[src/rtl/spi_flag_pkg.sv]
// Package: shared constants and types for the SPI flag block.
// Assumes five flags, indexed in status-bit order starting at STAT_LSB.
package spi_flag_pkg;
    localparam int NFLAG     = 5;
    localparam int F_ABRT    = 0;
    localparam int F_MODF    = 1;
    localparam int F_ROVR    = 2;
    localparam int F_WCOL    = 3;
    localparam int F_DONE    = 4;
    localparam int STAT_LSB  = 3;
    // Flags that need a read followed by a separate clearing access.
    localparam logic [NFLAG-1:0] TWO_STEP_MASK = 5'b11010;

    localparam int CTRL_WSEL_BIT = 2;
    localparam int CTRL_IEN_BIT  = 7;
    localparam int CTRL_CODE_LSB = 8;
    localparam int CODE_W        = 4;

    typedef struct packed {
        logic [CODE_W-1:0] code;  // bits-per-transfer code
        logic              ien;   // interrupt enable
        logic              wsel;  // word-length selection enable
    } ctrl_t;
endpackage

[src/rtl/spi_ctrl_reg.sv]
// Module: control register holding the interrupt enable and the word-length code.
// Also decodes the effective bits per transfer.
// Assumes the write strobe is already qualified by the address.
module spi_ctrl_reg
    import spi_flag_pkg::*;
#(
    parameter int DATA_W = 16,
    parameter int CNT_W  = 5
) (
    input  logic              clk,
    input  logic              rst_n,
    input  logic              wr_en,
    input  logic [DATA_W-1:0] wdata,
    output ctrl_t             ctrl,
    output logic [DATA_W-1:0] rd_word,
    output logic [CNT_W-1:0]  bit_count
);
    localparam int MIN_BITS = 8;
    localparam int MAX_BITS = 16;

    // Stores the defined control fields; reserved bits are dropped.
    always_ff @(posedge clk) begin
        if (!rst_n) begin
            ctrl <= '0;
        end else if (wr_en) begin
            ctrl.code <= wdata[CTRL_CODE_LSB +: CODE_W];
            ctrl.ien  <= wdata[CTRL_IEN_BIT];
            ctrl.wsel <= wdata[CTRL_WSEL_BIT];
        end
    end

    // Builds the read-back word with the reserved bits at 0.
    always_comb begin
        rd_word = '0;
        rd_word[CTRL_CODE_LSB +: CODE_W] = ctrl.code;
        rd_word[CTRL_IEN_BIT]            = ctrl.ien;
        rd_word[CTRL_WSEL_BIT]           = ctrl.wsel;
    end

    // Decodes the effective bit count for the shift engine.
    always_comb begin
        if (!ctrl.wsel) begin
            bit_count = CNT_W'(MIN_BITS);
        end else if (ctrl.code == '0) begin
            bit_count = CNT_W'(MAX_BITS);
        end else if (ctrl.code[CODE_W-1]) begin
            bit_count = CNT_W'(ctrl.code);
        end else begin
            bit_count = CNT_W'(MIN_BITS);
        end
    end
endmodule

[src/rtl/spi_flag_cell.sv]
// Module: one sticky status flag.
// TWO_STEP=0 clears on a status read. TWO_STEP=1 clears on a clearing access after an
// arming read. The arming read arms the flag only if it was set during that read.
// An event always wins and drops the armed state.
module spi_flag_cell #(
    parameter bit TWO_STEP = 1'b0
) (
    input  logic clk,
    input  logic rst_n,
    input  logic event_i,
    input  logic stat_rd,
    input  logic clr_acc,
    output logic flag_o,
    output logic armed_o
);
    generate
        if (TWO_STEP) begin : g_two
            // Sets on an event, arms on a read, clears on an armed access.
            always_ff @(posedge clk) begin
                if (!rst_n) begin
                    flag_o  <= 1'b0;
                    armed_o <= 1'b0;
                end else if (event_i) begin
                    flag_o  <= 1'b1;
                    armed_o <= 1'b0;
                end else if (clr_acc && armed_o) begin
                    flag_o  <= 1'b0;
                    armed_o <= 1'b0;
                end else if (stat_rd) begin
                    armed_o <= flag_o;
                end
            end
        end else begin : g_one
            // Sets on an event and clears on a status read.
            always_ff @(posedge clk) begin
                if (!rst_n) begin
                    flag_o <= 1'b0;
                end else if (event_i) begin
                    flag_o <= 1'b1;
                end else if (stat_rd) begin
                    flag_o <= 1'b0;
                end
            end
            assign armed_o = 1'b0;
        end
    endgenerate
endmodule

[src/rtl/spi_flag_bank.sv]
// Module: an array of flag cells. Each cell picks its clearing style from the mask.
// Assumes the per-flag clearing-access vector is already routed by the caller.
module spi_flag_bank #(
    parameter int               N    = 5,
    parameter logic [N-1:0]     MASK = '0
) (
    input  logic         clk,
    input  logic         rst_n,
    input  logic [N-1:0] events,
    input  logic         stat_rd,
    input  logic [N-1:0] clr_acc,
    output logic [N-1:0] flags,
    output logic [N-1:0] armed
);
    generate
        for (genvar i = 0; i < N; i++) begin : g_cell
            spi_flag_cell #(.TWO_STEP(MASK[i])) u_cell (
                .clk     (clk),
                .rst_n   (rst_n),
                .event_i (events[i]),
                .stat_rd (stat_rd),
                .clr_acc (clr_acc[i]),
                .flag_o  (flags[i]),
                .armed_o (armed[i])
            );
        end
    endgenerate
endmodule

[src/rtl/spi_flag_ctrl.sv]
// Module: top of the SPI status-flag block.
// Decodes bus accesses, routes the clearing accesses, muxes read data and drives the
// level interrupt. Assumes single-cycle strobes and byte addresses 0 (control) and 4 (status).
module spi_flag_ctrl
    import spi_flag_pkg::*;
#(
    parameter int ADDR_W = 4,
    parameter int DATA_W = 16,
    parameter int CNT_W  = 5
) (
    input  logic              clk,
    input  logic              rst_n,
    input  logic [ADDR_W-1:0] bus_addr,
    input  logic              bus_rd,
    input  logic              bus_wr,
    input  logic [DATA_W-1:0] bus_wdata,
    output logic [DATA_W-1:0] bus_rdata,
    input  logic              data_acc,
    input  logic              ev_done,
    input  logic              ev_modf,
    input  logic              ev_rovr,
    input  logic              ev_wcol,
    input  logic              ev_abrt,
    output logic              irq,
    output logic [CNT_W-1:0]  xfer_bits
);
    localparam logic [ADDR_W-1:0] CTRL_ADDR = ADDR_W'(0);
    localparam logic [ADDR_W-1:0] STAT_ADDR = ADDR_W'(4);

    logic              ctrl_wr;
    logic              stat_rd;
    logic              ctrl_rd;
    ctrl_t             ctrl;
    logic [DATA_W-1:0] ctrl_word;
    logic [NFLAG-1:0]  events;
    logic [NFLAG-1:0]  clr_acc;
    logic [NFLAG-1:0]  flags;
    logic [NFLAG-1:0]  armed;

    // Qualifies the strobes with the register address.
    always_comb begin
        ctrl_wr = bus_wr && (bus_addr == CTRL_ADDR);
        ctrl_rd = bus_rd && (bus_addr == CTRL_ADDR);
        stat_rd = bus_rd && (bus_addr == STAT_ADDR);
    end

    // Gathers the event pulses into flag-index order.
    always_comb begin
        events         = '0;
        events[F_ABRT] = ev_abrt;
        events[F_MODF] = ev_modf;
        events[F_ROVR] = ev_rovr;
        events[F_WCOL] = ev_wcol;
        events[F_DONE] = ev_done;
    end

    // Routes to each two-step flag its own clearing access.
    always_comb begin
        clr_acc         = '0;
        clr_acc[F_MODF] = ctrl_wr;
        clr_acc[F_WCOL] = data_acc;
        clr_acc[F_DONE] = data_acc;
    end

    spi_ctrl_reg #(.DATA_W(DATA_W), .CNT_W(CNT_W)) u_ctrl (
        .clk       (clk),
        .rst_n     (rst_n),
        .wr_en     (ctrl_wr),
        .wdata     (bus_wdata),
        .ctrl      (ctrl),
        .rd_word   (ctrl_word),
        .bit_count (xfer_bits)
    );

    spi_flag_bank #(.N(NFLAG), .MASK(TWO_STEP_MASK)) u_bank (
        .clk     (clk),
        .rst_n   (rst_n),
        .events  (events),
        .stat_rd (stat_rd),
        .clr_acc (clr_acc),
        .flags   (flags),
        .armed   (armed)
    );

    // Selects read data; returns 0 for no read and for unmapped addresses.
    always_comb begin
        bus_rdata = '0;
        if (ctrl_rd) begin
            bus_rdata = ctrl_word;
        end else if (stat_rd) begin
            bus_rdata[STAT_LSB +: NFLAG] = flags;
        end
    end

    // Drives the level interrupt from the enabled flag sources.
    always_comb begin
        irq = ctrl.ien && (flags[F_DONE] || flags[F_MODF]);
    end
endmodule

[config.mk]
export PLATFORM = sky130hd
export DESIGN_NAME = spi_flag_ctrl
export DESIGN_NICKNAME = d
export VERILOG_FILES = /design/src/rtl/spi_flag_pkg.sv /design/src/rtl/spi_ctrl_reg.sv /design/src/rtl/spi_flag_cell.sv /design/src/rtl/spi_flag_bank.sv /design/src/rtl/spi_flag_ctrl.sv
export SDC_FILE = /design/constraint.sdc
export NUM_CORES = 1
export LEC_CHECK = 0
export BUFFER_PORTS_ARGS = -buffer_cell sky130_fd_sc_hd__buf_2
export CORE_ASPECT_RATIO = 1.1
export CORE_MARGIN = 1.5
export CORE_UTILIZATION = 30
export DETAILED_ROUTE_END_ITERATION = 10
export GPL_TIMING_DRIVEN = 0
export SLEW_MARGIN = 20
export SYNTH_ARGS = -nofsm -noshare
export SYNTH_HDL_FRONTEND = slang
export SYNTH_SLANG_ARGS = --single-unit
[constraint.sdc]
create_clock -name clk -period 1.7 [get_ports clk]
set_input_delay 0.34 -clock clk [delete_from_list [all_inputs] [get_ports clk]]
set_output_delay 0.34 -clock clk [all_outputs]
set_load 0.05 [all_outputs]
* Word-level counts from Yosys, hierarchy flattened
Cells that the tools add are included.
** Word-level totals
- Register bits after elaboration :: 14
- Bits in latches :: 0
- Bits in writable memories :: 0
- ROM bits :: 0
- Input bits :: 30
- Output and inout bits :: 22
- Word-level logic and storage cells :: 47
- Memories :: 0
** Cells by class
- Add/sub/neg operators :: 0
- $mul :: 0
- Div/mod/pow operators :: 0
- Magnitude comparators :: 0
- Equal/unequal tests :: 1
- Shift operators :: 0
- Mux-type cells :: 16
- Bitwise logic cells :: 1
- Reductions and logical operators :: 18
** Operators with widths (number)
- $mux 5 :: 4
- $reduce_bool 2->1 :: 5
- $mux 1 :: 9
- $reduce_or 3->1 :: 3
- $logic_not 4->1 :: 2
- $logic_and 1x1->1 :: 7
- $mux 3 :: 2
- $eq 4x3->1 const B :: 1
- $mux 4 :: 1
- $logic_or 1x1->1 :: 1
- $not 1->1 :: 1

* Longest topological paths before layout
- Word-level depth :: 5
- Gate-level depth with buffers :: 4
- Depth with buffers taken out :: 3

* Modules after synthesis
Synthesis repeated with hierarchy kept, for this count alone.
** Unflattened totals
- Cells, all modules :: 105
- Area total of the unflattened synthesis :: 993.5 µm²
** By module, submodules not included
- spi_ctrl_reg :: times used 1, cells an instance 42, area each 389.1 µm², seq. area each 120.1 µm²
- spi_flag_cell (u_bank.g_cell[1].u_cell ...) :: times used 3, cells an instance 7, area each 83.8 µm², seq. area each 40.0 µm²
- spi_flag_ctrl :: times used 1, cells an instance 32, area each 247.7 µm², seq. area each 0.0 µm²
- spi_flag_cell (u_bank.g_cell[0].u_cell ...) :: times used 2, cells an instance 5, area each 52.6 µm², seq. area each 20.0 µm²

* Worst setup path before layout
Ideal clock, no wire load.
- Kind :: register -> output
- Start :: reg, netlist name u_ctrl.ctrl[5]
- End :: out xfer_bits[4]
- Arrival time :: 1.531 ns
- Data required time :: 1.360 ns
- Setup slack :: -0.171 ns
- Stages on the path, launching flop included :: 4
- Path buffers :: 0
- Cells stage by stage :: dfxtp_1 -> nand2b_1 -> or4_1 -> inv_1
** Between the ends
- Longest elaborated chain between the ends :: 3
** RTL lines
- $logic_not 4->1 :: RTL line spi_ctrl_reg.sv:44 : end else if (ctrl.code == '0) begin
- $mux 5 :: RTL line spi_ctrl_reg.sv:44
- $mux 5 :: RTL line spi_ctrl_reg.sv:42 : if (!ctrl.wsel) begin
- to (decl) :: RTL line spi_flag_ctrl.sv:25 : output logic [CNT_W-1:0] xfer_bits
Every way passes these cells.

* Final worst setup path
- Start :: reg, netlist name u_ctrl.ctrl[4]
- End :: out xfer_bits[4]
** Between the ends
- Longest elaborated chain between the ends :: 3
** RTL lines (RTL line)
- $logic_not 4->1 :: spi_ctrl_reg.sv:44
- $mux 5 :: spi_ctrl_reg.sv:44
- $mux 5 :: spi_ctrl_reg.sv:42
Every way passes these cells.

==> results.txt <==
----------------------------------------------------
[Outcome]
  Run status ... finished with violations
  Violated checks ... setup timing

[Critical path]
  Required time of the worst setup path ... 1.36 ns
  Critical path endpoint category ... output pin
  Start-to-end type of the worst setup path ... flop to output pin
  Slack of the worst reg-to-reg path ... 0.81 ns
  Delay of the slowest critical-path stage ... 0.55 ns
  Critical path, cell by cell ... or4_4 -> clkinvlp_4 -> buf_8
  Combined buffer and inverter count along the critical path ... 2
  Critical-path cell with the highest stage delay ... or4_4
  Worst r2r dst ... u_bank.g_cell[1].u_cell.armed_o
  Number of cells on the worst reg-to-reg path ... 2
  CP Data Arrival Time ... 1.41 ns
  Critical path's top delay family ... simple AND/OR/NAND/NOR gates
  Reg-to-Reg Start ... u_bank.g_cell[1].u_cell.armed_o
  Kind of start point of the critical path ... flop
  Crit Path Max Fanout ... 4

[STA]
  Total Neg Setup Slack ... -0.0848 ns
  Final worst path period share ... 103%
  Worst setup skew after layout ... 0.00898 ns
  Remaining max-slew budget at the tightest pin ... 66.6%
  WHS ... 0.224 ns
  Maximum operating frequency ... 0.571 GHz
  Setup repair after global routing missed its margin ... true
  Fin. Hold Viols ... 0
  Minimum clock period after layout ... 1.75 ns
  # setup viols final ... 2
  Worst-Margin Slew ... 0.501 ns
  Final worst-path setup slack ... -0.0518 ns
  Slew Limit Fails ... 0

[Logic synthesis]
  Area fraction of the dominant cell type after synthesis ... 37.0%
  Synth Cell Area ... 758 sq um
  Synth area leader ... dfxtp_1
  Part of the Yosys area used for sequential elements ... 37.0%
  Distinct cells, synth ... 22
  Average size of a mapped cell ... 8.07 sq um
  Top post-synthesis cells by area ... dfxtp_1, and3_1, a21oi_1
  Synth Instances ... 94
  Flip-flop and latch count after synthesis ... 14
  Total number of yosys warnings ... 0

[Job]
  Max Cap Violations ... 0

[Finish]
  Multi-input gate area in the final layout ... 492 sq um
  Layout fillers ... 222
  Post-layout utilization of the core ... 54.7%
  Most frequent cells in the layout ... buf_2, a21oi_1, dfxtp_1, buf_4, buf_8
  Area Growth Syn to Fin ... 67.5%
  Area taken by flip-flops and latches ... 284 sq um
  Antenna fix cells ... 0
  Share of final-layout standard cells stronger than drive strength 1 ... 51.4%
  Leading cell type in the layout, fill and taps excluded ... buf_2
  Final net count ... 171

[Drt]
  Total detailed-routing wirelength ... 2110 microns
  Post-route DRC violation count ... 0
  Number of DRC violations after detailed-routing iteration 0 ... 8
  Router iterations before antenna repair ... 4
  Number of vias after detailed routing ... 844
  Post-detailed-route wirelength per cell ... 12.4 microns
  Vias per cell ... 4.96
  Post-route ant nets ... 0

[Power]
  Peak VDD IR ... 0.538 mV
  Pwr dens ... 584 nW/um^2
  Leak ... 0.575 nW

[Global routing]
  Antenna violations before repair ... 0
  Overall routing resource usage ... 14.5%
  First-pass GRT wire length ... 3160 microns
  Number of global-route vias before repair ... 722
  Overall overflow remaining after global route ... 0
  Largest net degree at the start of global routing ... 12

[Die]
  Initial cell density of the core ... 32.7%
  Chip height ... 55.7 microns
  Die Width ... 50.9 microns
  CORE AREA ... 2320 sq um
  Die Outline Area ... 2840 sq um
  Count of standard-cell rows ... 18
  Number of ports placed on the die boundary ... 52

[Clock network]
  Clock buffer count from CTS ... 3
  CTS tree ... yes
  Clock tree root buffer cell ... clkbuf_4
  Maximum level of the CTS H-tree ... 1
  CTS Sinks ... 14
  Clk pin slew, worst setup/hold paths ... 0.10 ns
  Latest clock arrival within the worst-skew pair ... 0.29 ns
  Total of hold buffers inserted after clock tree synthesis ... 0
  Number of buffers on the longest clock path ... 2

[Min path]
  Hold Path Origin ... ev_modf
  Hold endpoint ... u_bank.g_cell[1].u_cell.armed_o
  Worst hold path depth ... 2
  Worst hold path type ... input pin to flop

[Placement]
  Post-Place Worst Slack ... -0.187 ns
  Buffers added on ports ... 35
  Final estimated routing congestion in global placement ... 0.770
  Placed wire-length estimate after detailed placement ... 1470 microns

----------------------------------------------------
## repair_timing
item	4_1_cts	5_1_grt
buffers inserted	1	1
gates cloned	1	0
pin swaps	2	8
setup endpoints to repair	11	12
gates resized for setup	42	17
## worst max path at each step
stage                    from             to  slack [ns]  cells past startpoint
2_1_floorplan     bus_addr[1]  bus_rdata[10]        0.06                      3
3_3_place_gp      bus_addr[1]   bus_rdata[7]       -0.20                      6
3_5_place_dp      bus_addr[1]   bus_rdata[7]       -0.19                      6
4_1_cts        u_ctrl.ctrl[4]   xfer_bits[4]       -0.05                      3
5_1_grt        u_ctrl.ctrl[0]   xfer_bits[4]       -0.08                      4
6_report       u_ctrl.ctrl[4]   xfer_bits[4]       -0.05                      3
## synthesized netlist by cell type
| master | count |
|---|---|
| and3_1 | 11 |
| o21a_1 | 1 |
| nand3_1 | 10 |
| nor4b_2 | 1 |
| nor2_1 | 2 |
| clkbuf_1 | 2 |
| nor4b_4 | 1 |
| clkbuf_2 | 1 |
| o21ai_1 | 4 |
| or4_1 | 1 |
| or4b_4 | 2 |
| o21ai_2 | 1 |
| nand3b_1 | 2 |
| dfxtp_1 | 14 |
| nand2_1 | 5 |
| a21oi_1 | 12 |
| nand2b_1 | 1 |
| a2111oi_2 | 1 |
| conb_1 | 1 |
| inv_1 | 8 |
| buf_4 | 6 |
| o21ai_0 | 7 |
## power by group
group / internal, mW / switching, mW / leakage, nW / total [mW]
Combinational: 0.0542 / 0.0864 / 0.438 / 0.141
Clock: 0.130 / 0.122 / 0.0210 / 0.252
Sequential: 0.339 / 0.00925 / 0.116 / 0.348
## stage by stage
step	instance area [sq um]	instances	power, mW
after detailed placement	997	164	0.476
after global routing	1270	170	0.766
final	1270	170	0.741
after floorplan	785	99	0.431
after CTS	1190	169	0.737
after global placement	997	164	0.475
## kinds of logic after synthesis
logic type	count (synthesis)	share of synthesized area (%)
other	1	0.495
DFF	14	37.0
buffers and inverters	17	11.6
and+or+nand+nor	36	31.7
AOI/OAI and AO/OA	26	19.3
## cell type report
type,count,area share [%]
tap,30,2.96
clock buffer,4,2.86
inverter,8,2.66
multi-input combinational,68,38.7
buffer,8,4.93
sequential,14,22.4
timing repair buffer,38,25.5
## per-layer routing
metal  global-route usage (%)  vias up  share of wire (%)
met4                     5.79        0                1.2
li1                         -      417                  -
met1                     18.5      375                 44
met2                     23.4       46                 47
met5                        0        -                  0
met3                     3.23        6                8.4
## state kept, by name (all words and copies together) (netlist names)
register                      flops
u_bank.g_cell.u_cell.flag_o       5
u_ctrl.ctrl                       6
u_bank.g_cell.u_cell.armed_o      3
No activity file was read; power rests on OpenSTA's default activity.
